**src/rtl/tat_pkg.sv**
```systemverilog
package tat_pkg;

  // Alarm slots visible in the status words (alarm 0 is the only live one)
  localparam int NUM_TARGETS = 3;

  // Word indices (byte address bits [7:2])
  localparam logic [5:0] W_ALM_EN   = 6'd1;   // 0x04
  localparam logic [5:0] W_ALM_RAW  = 6'd2;   // 0x08
  localparam logic [5:0] W_ALM_ACK  = 6'd3;   // 0x0C
  localparam logic [5:0] W_ALM_PEND = 6'd4;   // 0x10
  localparam logic [5:0] W_CAP_CTRL = 6'd5;   // 0x14
  localparam logic [5:0] W_CAP_LO   = 6'd21;  // 0x54
  localparam logic [5:0] W_CAP_HI   = 6'd22;  // 0x58

  // Control word fields
  localparam int CAP_REQ_BIT   = 30;
  localparam int CAP_VALID_BIT = 29;

  typedef struct packed {
    logic       we;
    logic [5:0] word;
    logic [1:0] lane;
    logic [7:0] data;
  } bus_wr_t;

endpackage

```
**src/rtl/tat_prescaler.sv**
```systemverilog
module tat_prescaler #(
  parameter int DIV = 10
) (
  input  logic clk,
  input  logic rst_n,
  output logic tick_o
);
  localparam int PW = (DIV > 2) ? $clog2(DIV) : 1;
  localparam logic [PW-1:0] LAST = PW'(DIV - 1);

  logic [PW-1:0] phase;

  always_ff @(posedge clk or negedge rst_n) begin
    if (!rst_n)             phase <= '0;
    else if (phase == LAST) phase <= '0;
    else                    phase <= phase + PW'(1);
  end

  assign tick_o = (phase == LAST);

  // after a tick the phase restarts, so ticks are DIV edges apart
  a_r1_phase_restart: assert property (@(posedge clk) disable iff (!rst_n)
    tick_o |=> (phase == '0));

endmodule

```
**src/rtl/tat_alarm_counter.sv**
```systemverilog
module tat_alarm_counter #(
  parameter int CNT_W  = 64,
  parameter int PERIOD = 16000
) (
  input  logic             clk,
  input  logic             rst_n,
  input  logic             tick_i,
  output logic [CNT_W-1:0] count_o,
  output logic             fire_o
);
  localparam int AW = (PERIOD > 2) ? $clog2(PERIOD) : 1;
  localparam logic [AW-1:0] SLOT_LAST = AW'(PERIOD - 1);

  logic [AW-1:0] slot;

  assign fire_o = tick_i && (slot == SLOT_LAST);

  always_ff @(posedge clk or negedge rst_n) begin
    if (!rst_n) begin
      count_o <= '0;
      slot    <= '0;
    end else if (tick_i) begin
      count_o <= count_o + CNT_W'(1);
      slot    <= fire_o ? '0 : slot + AW'(1);
    end
  end

  // the counter moves only on a tick, and by one
  a_r1_count_step: assert property (@(posedge clk) disable iff (!rst_n)
    tick_i |=> (count_o == $past(count_o) + CNT_W'(1)));
  a_r1_count_hold: assert property (@(posedge clk) disable iff (!rst_n)
    !tick_i |=> $stable(count_o));
  // an alarm only ever comes on a tick
  a_r2_fire_on_tick: assert property (@(posedge clk) disable iff (!rst_n)
    fire_o |-> tick_i);

endmodule

```
**src/rtl/tat_irq_regs.sv**
```systemverilog
module tat_irq_regs
  import tat_pkg::*;
#(
  parameter int NT = NUM_TARGETS
) (
  input  logic          clk,
  input  logic          rst_n,
  input  bus_wr_t       wr_i,
  input  logic [NT-1:0] fire_i,
  output logic [31:0]   ena_o,
  output logic [NT-1:0] raw_o,
  output logic [NT-1:0] pend_o,
  output logic          irq_o
);
  logic          ena_wr;
  logic [NT-1:0] ack;

  assign ena_wr = wr_i.we && (wr_i.word == W_ALM_EN);
  assign ack    = (wr_i.we && (wr_i.word == W_ALM_ACK) && (wr_i.lane == 2'd0))
                ? wr_i.data[NT-1:0] : '0;

  always_ff @(posedge clk or negedge rst_n) begin
    if (!rst_n)      ena_o <= '0;
    else if (ena_wr) ena_o[{wr_i.lane, 3'b000} +: 8] <= wr_i.data;
  end

  for (genvar t = 0; t < NT; t++) begin : g_flag
    always_ff @(posedge clk or negedge rst_n) begin
      if (!rst_n) raw_o[t] <= 1'b0;
      else        raw_o[t] <= fire_i[t] | (raw_o[t] & ~ack[t]);
    end
  end

  assign pend_o = raw_o & ena_o[NT-1:0];
  assign irq_o  = |pend_o;

  // a new alarm beats a same-edge acknowledge
  a_r5_alarm_wins: assert property (@(posedge clk) disable iff (!rst_n)
    fire_i[0] |=> raw_o[0]);
  // acknowledge without a new alarm clears the flag
  a_r4_ack_clears: assert property (@(posedge clk) disable iff (!rst_n)
    (ack[0] && !fire_i[0]) |=> !raw_o[0]);
  // raw flag is sticky until acknowledged
  a_r2_raw_sticky: assert property (@(posedge clk) disable iff (!rst_n)
    (raw_o[0] && !ack[0]) |=> raw_o[0]);
  // a lane-0 enable write leaves the upper lanes alone
  a_r8_lane_isolated: assert property (@(posedge clk) disable iff (!rst_n)
    (ena_wr && wr_i.lane == 2'd0) |=> (ena_o[31:8] == $past(ena_o[31:8])));

endmodule

```
**src/rtl/tat_snapshot.sv**
```systemverilog
module tat_snapshot #(
  parameter int CNT_W = 64
) (
  input  logic             clk,
  input  logic             rst_n,
  input  logic             req_i,
  input  logic [CNT_W-1:0] count_i,
  output logic [63:0]      snap_o,
  output logic             valid_o
);
  logic fresh;

  always_ff @(posedge clk or negedge rst_n) begin
    if (!rst_n) begin
      snap_o  <= '0;
      valid_o <= 1'b0;
      fresh   <= 1'b0;
    end else if (req_i) begin
      snap_o  <= 64'(count_i);
      valid_o <= 1'b0;
      fresh   <= 1'b1;
    end else if (fresh) begin
      valid_o <= 1'b1;
      fresh   <= 1'b0;
    end
  end

  // request drops the flag, which returns one cycle later
  a_r7_valid_drops: assert property (@(posedge clk) disable iff (!rst_n)
    req_i |=> !valid_o);
  a_r7_valid_returns: assert property (@(posedge clk) disable iff (!rst_n)
    ($fell(valid_o) && !req_i) |=> valid_o);
  // the readout holds the counter seen at the request edge
  a_r6_capture: assert property (@(posedge clk) disable iff (!rst_n)
    req_i |=> (snap_o == 64'($past(count_i))));
  a_r6_hold: assert property (@(posedge clk) disable iff (!rst_n)
    !req_i |=> $stable(snap_o));

endmodule

```
**src/rtl/tick_alarm_timer.sv**
```systemverilog
module tick_alarm_timer
  import tat_pkg::*;
#(
  parameter int DIV_RATIO   = 10,
  parameter int ALARM_TICKS = 16000,
  parameter int CNT_W       = 64
) (
  input  logic       clk,
  input  logic       rst_n,
  input  logic [7:0] bus_addr,
  input  logic       bus_we,
  input  logic [7:0] bus_wdata,
  output logic [7:0] bus_rdata,
  output logic       irq_o
);
  localparam int NT = NUM_TARGETS;
  localparam logic [1:0] REQ_LANE = 2'(CAP_REQ_BIT / 8);
  localparam int         REQ_POS  = CAP_REQ_BIT % 8;

  bus_wr_t          wr;
  logic             tick;
  logic             fire0;
  logic [CNT_W-1:0] count;
  logic [31:0]      ena;
  logic [NT-1:0]    raw;
  logic [NT-1:0]    pend;
  logic [63:0]      snap;
  logic             cap_valid;
  logic             cap_req;
  logic [31:0]      rword;

  always_comb begin
    wr.we   = bus_we;
    wr.word = bus_addr[7:2];
    wr.lane = bus_addr[1:0];
    wr.data = bus_wdata;
  end

  assign cap_req = wr.we && (wr.word == W_CAP_CTRL) && (wr.lane == REQ_LANE)
                && wr.data[REQ_POS];

  tat_prescaler #(.DIV(DIV_RATIO)) u_pre (
    .clk    (clk),
    .rst_n  (rst_n),
    .tick_o (tick)
  );

  tat_alarm_counter #(.CNT_W(CNT_W), .PERIOD(ALARM_TICKS)) u_cnt (
    .clk     (clk),
    .rst_n   (rst_n),
    .tick_i  (tick),
    .count_o (count),
    .fire_o  (fire0)
  );

  tat_irq_regs #(.NT(NT)) u_irq (
    .clk    (clk),
    .rst_n  (rst_n),
    .wr_i   (wr),
    .fire_i ({{(NT-1){1'b0}}, fire0}),
    .ena_o  (ena),
    .raw_o  (raw),
    .pend_o (pend),
    .irq_o  (irq_o)
  );

  tat_snapshot #(.CNT_W(CNT_W)) u_cap (
    .clk     (clk),
    .rst_n   (rst_n),
    .req_i   (cap_req),
    .count_i (count),
    .snap_o  (snap),
    .valid_o (cap_valid)
  );

  always_comb begin
    rword = '0;
    case (bus_addr[7:2])
      W_ALM_EN:   rword = ena;
      W_ALM_RAW:  rword = 32'(raw);
      W_ALM_PEND: rword = 32'(pend);
      W_CAP_CTRL: rword[CAP_VALID_BIT] = cap_valid;
      W_CAP_LO:   rword = snap[31:0];
      W_CAP_HI:   rword = snap[63:32];
      default:    rword = '0;
    endcase
  end

  assign bus_rdata = rword[{bus_addr[1:0], 3'b000} +: 8];

  // nothing is pending while nothing is enabled
  a_r9_quiet_when_disabled: assert property (@(posedge clk) disable iff (!rst_n)
    (ena[NT-1:0] == '0) |-> !irq_o);

endmodule

```
**config.mk**
```make
export PLATFORM = sky130hd
export DESIGN_NAME = tick_alarm_timer
export DESIGN_NICKNAME = d
export VERILOG_FILES = /design/src/rtl/tat_pkg.sv /design/src/rtl/tat_prescaler.sv /design/src/rtl/tat_alarm_counter.sv /design/src/rtl/tat_irq_regs.sv /design/src/rtl/tat_snapshot.sv /design/src/rtl/tick_alarm_timer.sv
export SDC_FILE = /design/constraint.sdc
export NUM_CORES = 1
export LEC_CHECK = 0
export BUFFER_PORTS_ARGS = -buffer_cell sky130_fd_sc_hd__buf_2
export CORE_MARGIN = 2
export CORE_UTILIZATION = 30
export CTS_BUF_LIST = sky130_fd_sc_hd__clkbuf_4 sky130_fd_sc_hd__clkbuf_8 sky130_fd_sc_hd__clkbuf_16
export CTS_CLUSTER_DIAMETER = 120
export DETAILED_ROUTE_END_ITERATION = 7
export PLACE_DENSITY = 0.43
export SYNTH_ARGS = -nofsm -noshare
export SYNTH_HDL_FRONTEND = slang
export SYNTH_SLANG_ARGS = --single-unit
```
**constraint.sdc**
```tcl
create_clock -name clk -period 5.8 [get_ports clk]
set_input_delay 1.16 -clock clk [delete_from_list [all_inputs] [get_ports clk]]
set_output_delay 1.16 -clock clk [all_outputs]
set_load 0.05 [all_outputs]
```
==> results of run 1 <==
## placed cells by master (no fill, tap or decap), drive strengths merged, types with 13 or more instances in the layout
cell,count
a21oi,14
a22oi,14
buf,33
clkbuf,19
dfrtp,183
inv,28
mux2,65
nand2,116
nand3,40
nand4,32
nor2,41
nor3,19
nor4,13
o21ai,39
xnor2,58
xor2,18
## tightest hold or removal path, delay by kind of cell, from the launching register on
| kind | cells | cell delay [ns] |
|---|---|---|
| and+or+nand+nor | 2 | 0.11 |
| DFF | 1 | 0.33 |
## cells by family (layout without fill, tap and decap cells)
family                   count (synthesis)  after routing  synth area share, %
buffers and inverters                   49             84                 2.57
adder cells (fa/ha/maj)                  7              7                 1.00
flip-flops                             183            183                 52.3
XOR/XNOR                                76             76                 7.60
multiplexers                            68             68                 8.70
AO/OA/AOI/OAI                          126            126                 10.1
AND/OR/NAND/NOR                        306            306                 17.7
## state kept, by name (all words and copies together) (netlist names)
register and cells:
u_cap.fresh 1, u_cap.snap_o 64, u_cap.valid_o 1, u_cnt.count_o 64
u_cnt.slot 14, u_irq.ena_o 32, u_irq.raw_o 3, u_pre.phase 4
## per-stage QoR
step | instance area, µm² | util (%) | std cells | total power, mW | hold WS (ns)
4_1_cts | 9860 | 34.4 | 1234 | 2.56 | 0.475
3_3_place_gp | 9300 | 32.4 | 1202 | 1.41 | 0.450
6_report | 9860 | 34.4 | 1234 | 2.53 | 0.472
2_1_floorplan | 8760 | - | 815 | 1.35 | 0.436
5_1_grt | 9860 | 34.4 | 1234 | 2.62 | 0.487
3_5_place_dp | 9300 | 32.4 | 1202 | 1.41 | 0.459
## area by class of cell
type,count,area (µm²),share of cell area [%]
Tap cell,384,480,4.87
Timing Repair Buffer,34,209,2.12
Multi-Input combinational cell,583,3960,40.2
Sequential cell,183,4580,46.4
Inverter,18,67.6,0.685
Clock buffer,18,433,4.39
Clock inverter,14,129,1.31
## worst min path at each step
stage	endpoint	slack [ns]	cells past startpoint
4_1_cts	u_cnt.count_o[63]	0.47	1
3_5_place_dp	u_cap.valid_o	0.46	2
6_report	u_cap.valid_o	0.47	2
2_1_floorplan	u_cnt.count_o[63]	0.44	1
3_3_place_gp	u_cap.valid_o	0.45	2
5_1_grt	u_cnt.count_o[63]	0.49	1
## power groups by stage
stage	Combinational [mW]	Clock [mW]	Sequential [mW]
finish	0.0974	1.15	1.28
global route	0.110	1.23	1.28
CTS	0.100	1.18	1.28
detailed placement	0.0997	0	1.31
global placement	0.100	0	1.31
floorplan	0.0418	0	1.30
## cells in the mapped netlist, types with 3 or more instances
cell type / instances / share of area (%)
a21boi_0: 3 / 0.26
a21oi_1: 14 / 0.80
a221o_1: 12 / 1.4
a221oi_1: 9 / 0.90
a22o_1: 3 / 0.30
a22oi_1: 14 / 1.2
and2_1: 3 / 0.21
and3_1: 9 / 0.64
and4_1: 3 / 0.30
buf_2: 12 / 0.69
buf_4: 7 / 0.60
clkbuf_1: 11 / 0.47
dfrtp_1: 183 / 52
ha_1: 7 / 1.0
inv_1: 18 / 0.77
mux2_2: 65 / 8.4
mux2i_1: 3 / 0.34
nand2_1: 116 / 5.0
nand2b_1: 5 / 0.36
nand3_1: 40 / 2.3
nand4_1: 30 / 2.1
nor2_1: 39 / 1.7
nor2b_1: 7 / 0.50
nor3_1: 17 / 0.97
nor3b_1: 4 / 0.34
nor4_1: 11 / 0.79
o21ai_0: 39 / 2.2
o221ai_1: 3 / 0.30
o2bb2ai_1: 9 / 0.90
or3_1: 3 / 0.21
xnor2_1: 58 / 5.8
xor2_1: 18 / 1.8
## routing by layer
metal	wire [µm]	share of wire [%]	vias to the layer above
met4	499	2.0	0
li1	-	-	2987
met3	741	3.0	22
met5	0	0	-
met2	11600	46	112
met1	12200	49	3155
==> results.yml, run 1 <==
status:
  outcome: "finished clean"
clocking:
  clk_latency_ns: 0.44
  cts_setup_buffers: 0
  cts_sinks: 183
  cts_hold_buf: 0
  cts_buffers: 17
  cts_max_path_buffers: 2
  htree_levels: 4
  path_clk_slew_ns: 0.08
  cts_tree: "built"
  cts-resized-gates: 0
  root_buffer: "clkbuf_16"
setup_path:
  critPathLaunchType: "input pin"
  arrival_ns: 3.57
  critPathMaxFanout: 15
  r2r_setup_slack_ns: 3.24
  cp-end-kind: "output pin"
  reg2reg_from: "u_pre.phase[2]"
  cp.depth: 8
  timing_worst_setup_path_type: "input pin to output pin"
  max_stage_delay_ns: 0.56
  crit_required_ns: 4.64
  crit_end: "bus_rdata[4]"
  crit_buf_inv: 3
  critPathLaunch: "bus_addr[4]"
  critPathSlowestCell: "nor2_2"
  ff2ff_path_depth: 5
  path_cells: "buf_2, nand4bb_1, nor2_2, buf_4, a221oi_1, a221oi_1, a32o_1, buf_2"
  crit_family: "simple AND/OR/NAND/NOR gates"
  reg2reg_to: "u_cnt.count_o[60]"
synthesis:
  synth-seq-cells: 183
  syn_inst: 815
  ys.warnings.count: 0
  synth_edf_count: 0
  yosysSeqAreaShare_pct: 52.3
  ys_types: 61
  ys_async_sr_fraction_pct: 100
  syn_area_per_cell_um2: 10.8
  netlist_area_mm2: 0.00876
  ys.flop_type: "dfrtp_1"
  syn_nets: 841
route:
  firstDrtPassIters: 5
  postRouteAntennaNets: 0
  drt-total-wl_um: 25000
  drt-vias-per-instance: 5.09
  drcViolationCount: 0
  drt_iter0_markers: 452
  vias: 6276
  wl_per_cell_um: 20.3
layout:
  area_growth_pct: 12.5
  diodes: 0
  nFillCells: 2895
  final_layout_size_suffix_gt1_share_pct: 17.3
  nNetsFinal: 863
floorplan:
  boundaryPins: 28
  dieArea_mm2: 0.0306
  fp.dieW_um: 175
  core_mm2: 0.0287
  start_util_pct: 30.5
  die_h_um: 175
  rows: 62
sta:
  setup_ws_ns: 1.07
  finalHoldViolations: 0
  worst_pin_slew_ns: 1.14
  drv_slew: 0
  tns_ns: 0
  maxClockFrequency_ghz: 0.212
  period_needed_ns: 4.73
  rsz0062_at_grt: "no"
  setup_viol: 0
  slew_headroom_pct: 24.2
  timing.final.crit_share_pct: 81.5
  skew_ns: 0.0143
grt:
  grt_usage_pct: 17.1
  grt_busiest_layer: "met2"
  grt_first_pass_wirelength_um: 39400
  gr-usage-met3_pct: 2.50
  antenna_found_initial: 0
  grt_max_degree: 111
  use_met1_pct: 24.2
  grt_overflow: 0
  gr-usage-met2_pct: 27.0
  grt_pass1_vias: 6313
hold_path:
  hold_start: "u_cap.fresh"
  hp-class: "flop to flop"
power:
  power.density_mw_per_mm2: 256
  internal-power_mw: 1.88
  peakVddDrop_mv: 0.190
  switching_share_pct: 25.6
  seqPwrFrac_pct: 50.7
  p_sw_uw: 646
  pwr-share-comb_pct: 3.9
  p_clk_share_pct: 45.4
  p_leak_nw: 4.18
job:
  max_cap_viol_count: 0
placed_design:
  place.gp.congestion: 0.869
  hpwl_um: 18000
  dp_slack_ns: 1.07
  port_buffers: 27
Note: power is estimated with default switching activity, not from simulation.
==> run 2, diff against run 1 <==
- PLACE_DENSITY: 0.43 -> 0.45
- clock period: 5.8 -> 4.03 ns (I/O delays scaled with it)
==> run 2 against run 1 <==
Clock-buffer cell count fell by 1; clock skew barely moved; clock power rose by 47%; sequential power rose by 44%; sequential share of layout area fell by 0.59 points; utilization rose by 0.44 points; critical path depth did not move; global-route usage fell by 0.078 points; worst hold slack got worse by 0.046 ns; power rose by 46%; worst setup slack got worse by 0.71 ns; largest cell class unchanged.
==> results.yml, run 2 (synthesis results as in run 1) <==
status:
  outcome: "finished clean"
placed_design:
  hpwl_um: 18200
  port_buffers: 27
  dp_slack_ns: 0.358
  dp_cells: 1214
  place.gp.congestion: 0.867
  placed_area_mm2: 0.00941
layout:
  nNetsFinal: 875
  layout_commonest_cell: "dfrtp_1"
  area_growth_pct: 14.0
  fin_cells: 1246
  final_cell_mix: "183 x dfrtp_1, 116 x nand2_1, 65 x mux2_2"
  stdcell_area_mm2: 0.00999
  ff_latch_area_mm2: 0.00458
  multi_input_area_mm2: 0.00397
  final_layout_size_suffix_gt1_share_pct: 18.6
  reg.largest.list: "u_cap.snap_o: 64 flops, u_cnt.count_o: 64 flops, u_irq.ena_o: 32 flops"
  final_util_pct: 34.8
  nFillCells: 2900
  diodes: 0
route:
  vias: 6376
  postRouteAntennaNets: 0
  wl_per_cell_um: 19.9
  firstDrtPassIters: 5
  drt_iter0_markers: 517
  drt-vias-per-instance: 5.12
  drcViolationCount: 0
  drt-total-wl_um: 24800
sta:
  skew_ns: 0.0140
  slew_headroom_pct: 43.3
  maxClockFrequency_ghz: 0.273
  period_needed_ns: 3.66
  timing.final.crit_share_pct: 90.9
  setup_viol: 0
  hold_ws_ns: 0.427
  drv_slew: 0
  tns_ns: 0
  worst_pin_slew_ns: 0.849
  rsz0062_at_grt: "no"
  setup_ws_ns: 0.365
  finalHoldViolations: 0
grt:
  antenna_found_initial: 0
  grt_max_degree: 92
  grt_pass1_vias: 6221
  grt_usage_pct: 17.0
  grt_overflow: 0
  grt_first_pass_wirelength_um: 39000
setup_path:
  crit_required_ns: 3.22
  critPathLaunchType: "input pin"
  timing_worst_setup_path_type: "input pin to output pin"
  critPathMaxFanout: 27
  reg2reg_from: "u_pre.phase[2]"
  arrival_ns: 2.86
  r2r_setup_slack_ns: 1.57
  ff2ff_path_depth: 5
  reg2reg_to: "u_cnt.slot[0]"
  cp-end-kind: "output pin"
clocking:
  root_buffer: "clkbuf_16"
  cts_tree: "built"
  cts_hold_buf: 0
  cts_buffers: 17
  htree_levels: 4
  path_clk_slew_ns: 0.07
  cts-resized-gates: 0
  cts_max_path_buffers: 2
  cts_sinks: 183
  clk_latency_ns: 0.44
  cts_setup_buffers: 0
floorplan:
  boundaryPins: 28
  core_mm2: 0.0287
  die_h_um: 175
  fp.dieW_um: 175
  dieArea_mm2: 0.0306
  rows: 62
  start_util_pct: 30.5
power:
  power.density_mw_per_mm2: 368
  peakVddDrop_mv: 0.294
  p_leak_nw: 4.26
  total_power_mw: 3.68
job:
  max_cap_viol_count: 0
hold_path:
  hp-class: "input pin to asynchronous set/reset pin"
[run 2: changes by cell type in the layout (fill, tap and decap cells not counted), sizes merged]
| cell | change |
|---|---|
| buf | +12 |
| clkinvlp | -2 |
| bufinv | +1 |
| clkbuf | -1 |
| clkinv | +2 |
[run 2: where the power goes]
group	leakage (nW)	switching (mW)	internal (mW)	total, mW
Sequential	2.53	0.00361	1.84	1.84
Clock	0.290	0.808	0.879	1.69
Combinational	1.44	0.106	0.0425	0.149
Total	4.26	0.918	2.76	3.68
[run 2: area by class of cell]
class,instances,share of cell area (%)
Sequential cell,183,45.9
Clock inverter,15,1.53
Inverter,18,0.677
Clock buffer,17,4.26
Timing Repair Buffer,46,3.12
Multi-Input combinational cell,583,39.8
Tap cell,384,4.81
[run 2: worst max-delay path by stage]
stage                      from      endpoint  slack, ns  cells past startpoint
finish              bus_addr[4]  bus_rdata[4]       0.37                      8
global route        bus_addr[4]  bus_rdata[4]       0.20                      8
CTS                 bus_addr[4]  bus_rdata[4]       0.35                      8
detailed placement  bus_addr[4]  bus_rdata[4]       0.36                      8
global placement    bus_addr[4]  bus_rdata[2]       0.37                      7
floorplan           bus_addr[4]  bus_rdata[7]       0.02                      7
[run 2: layer usage]
| layer | global-route usage, % | part of all wire [%] |
|---|---|---|
| met1 | 24.0 | 48 |
| met2 | 25.8 | 45 |
| met3 | 3.02 | 3.5 |
| met4 | 7.15 | 3.5 |
| met5 | 0 | 0 |
[run 2: critical path, stage by stage]
cell	delay, ns
buf_2	0.20
nand4bb_1	0.36
nor2_2	0.21
buf_4	0.31
a221oi_1	0.15
a221oi_1	0.31
a32o_1	0.22
buf_2	0.28
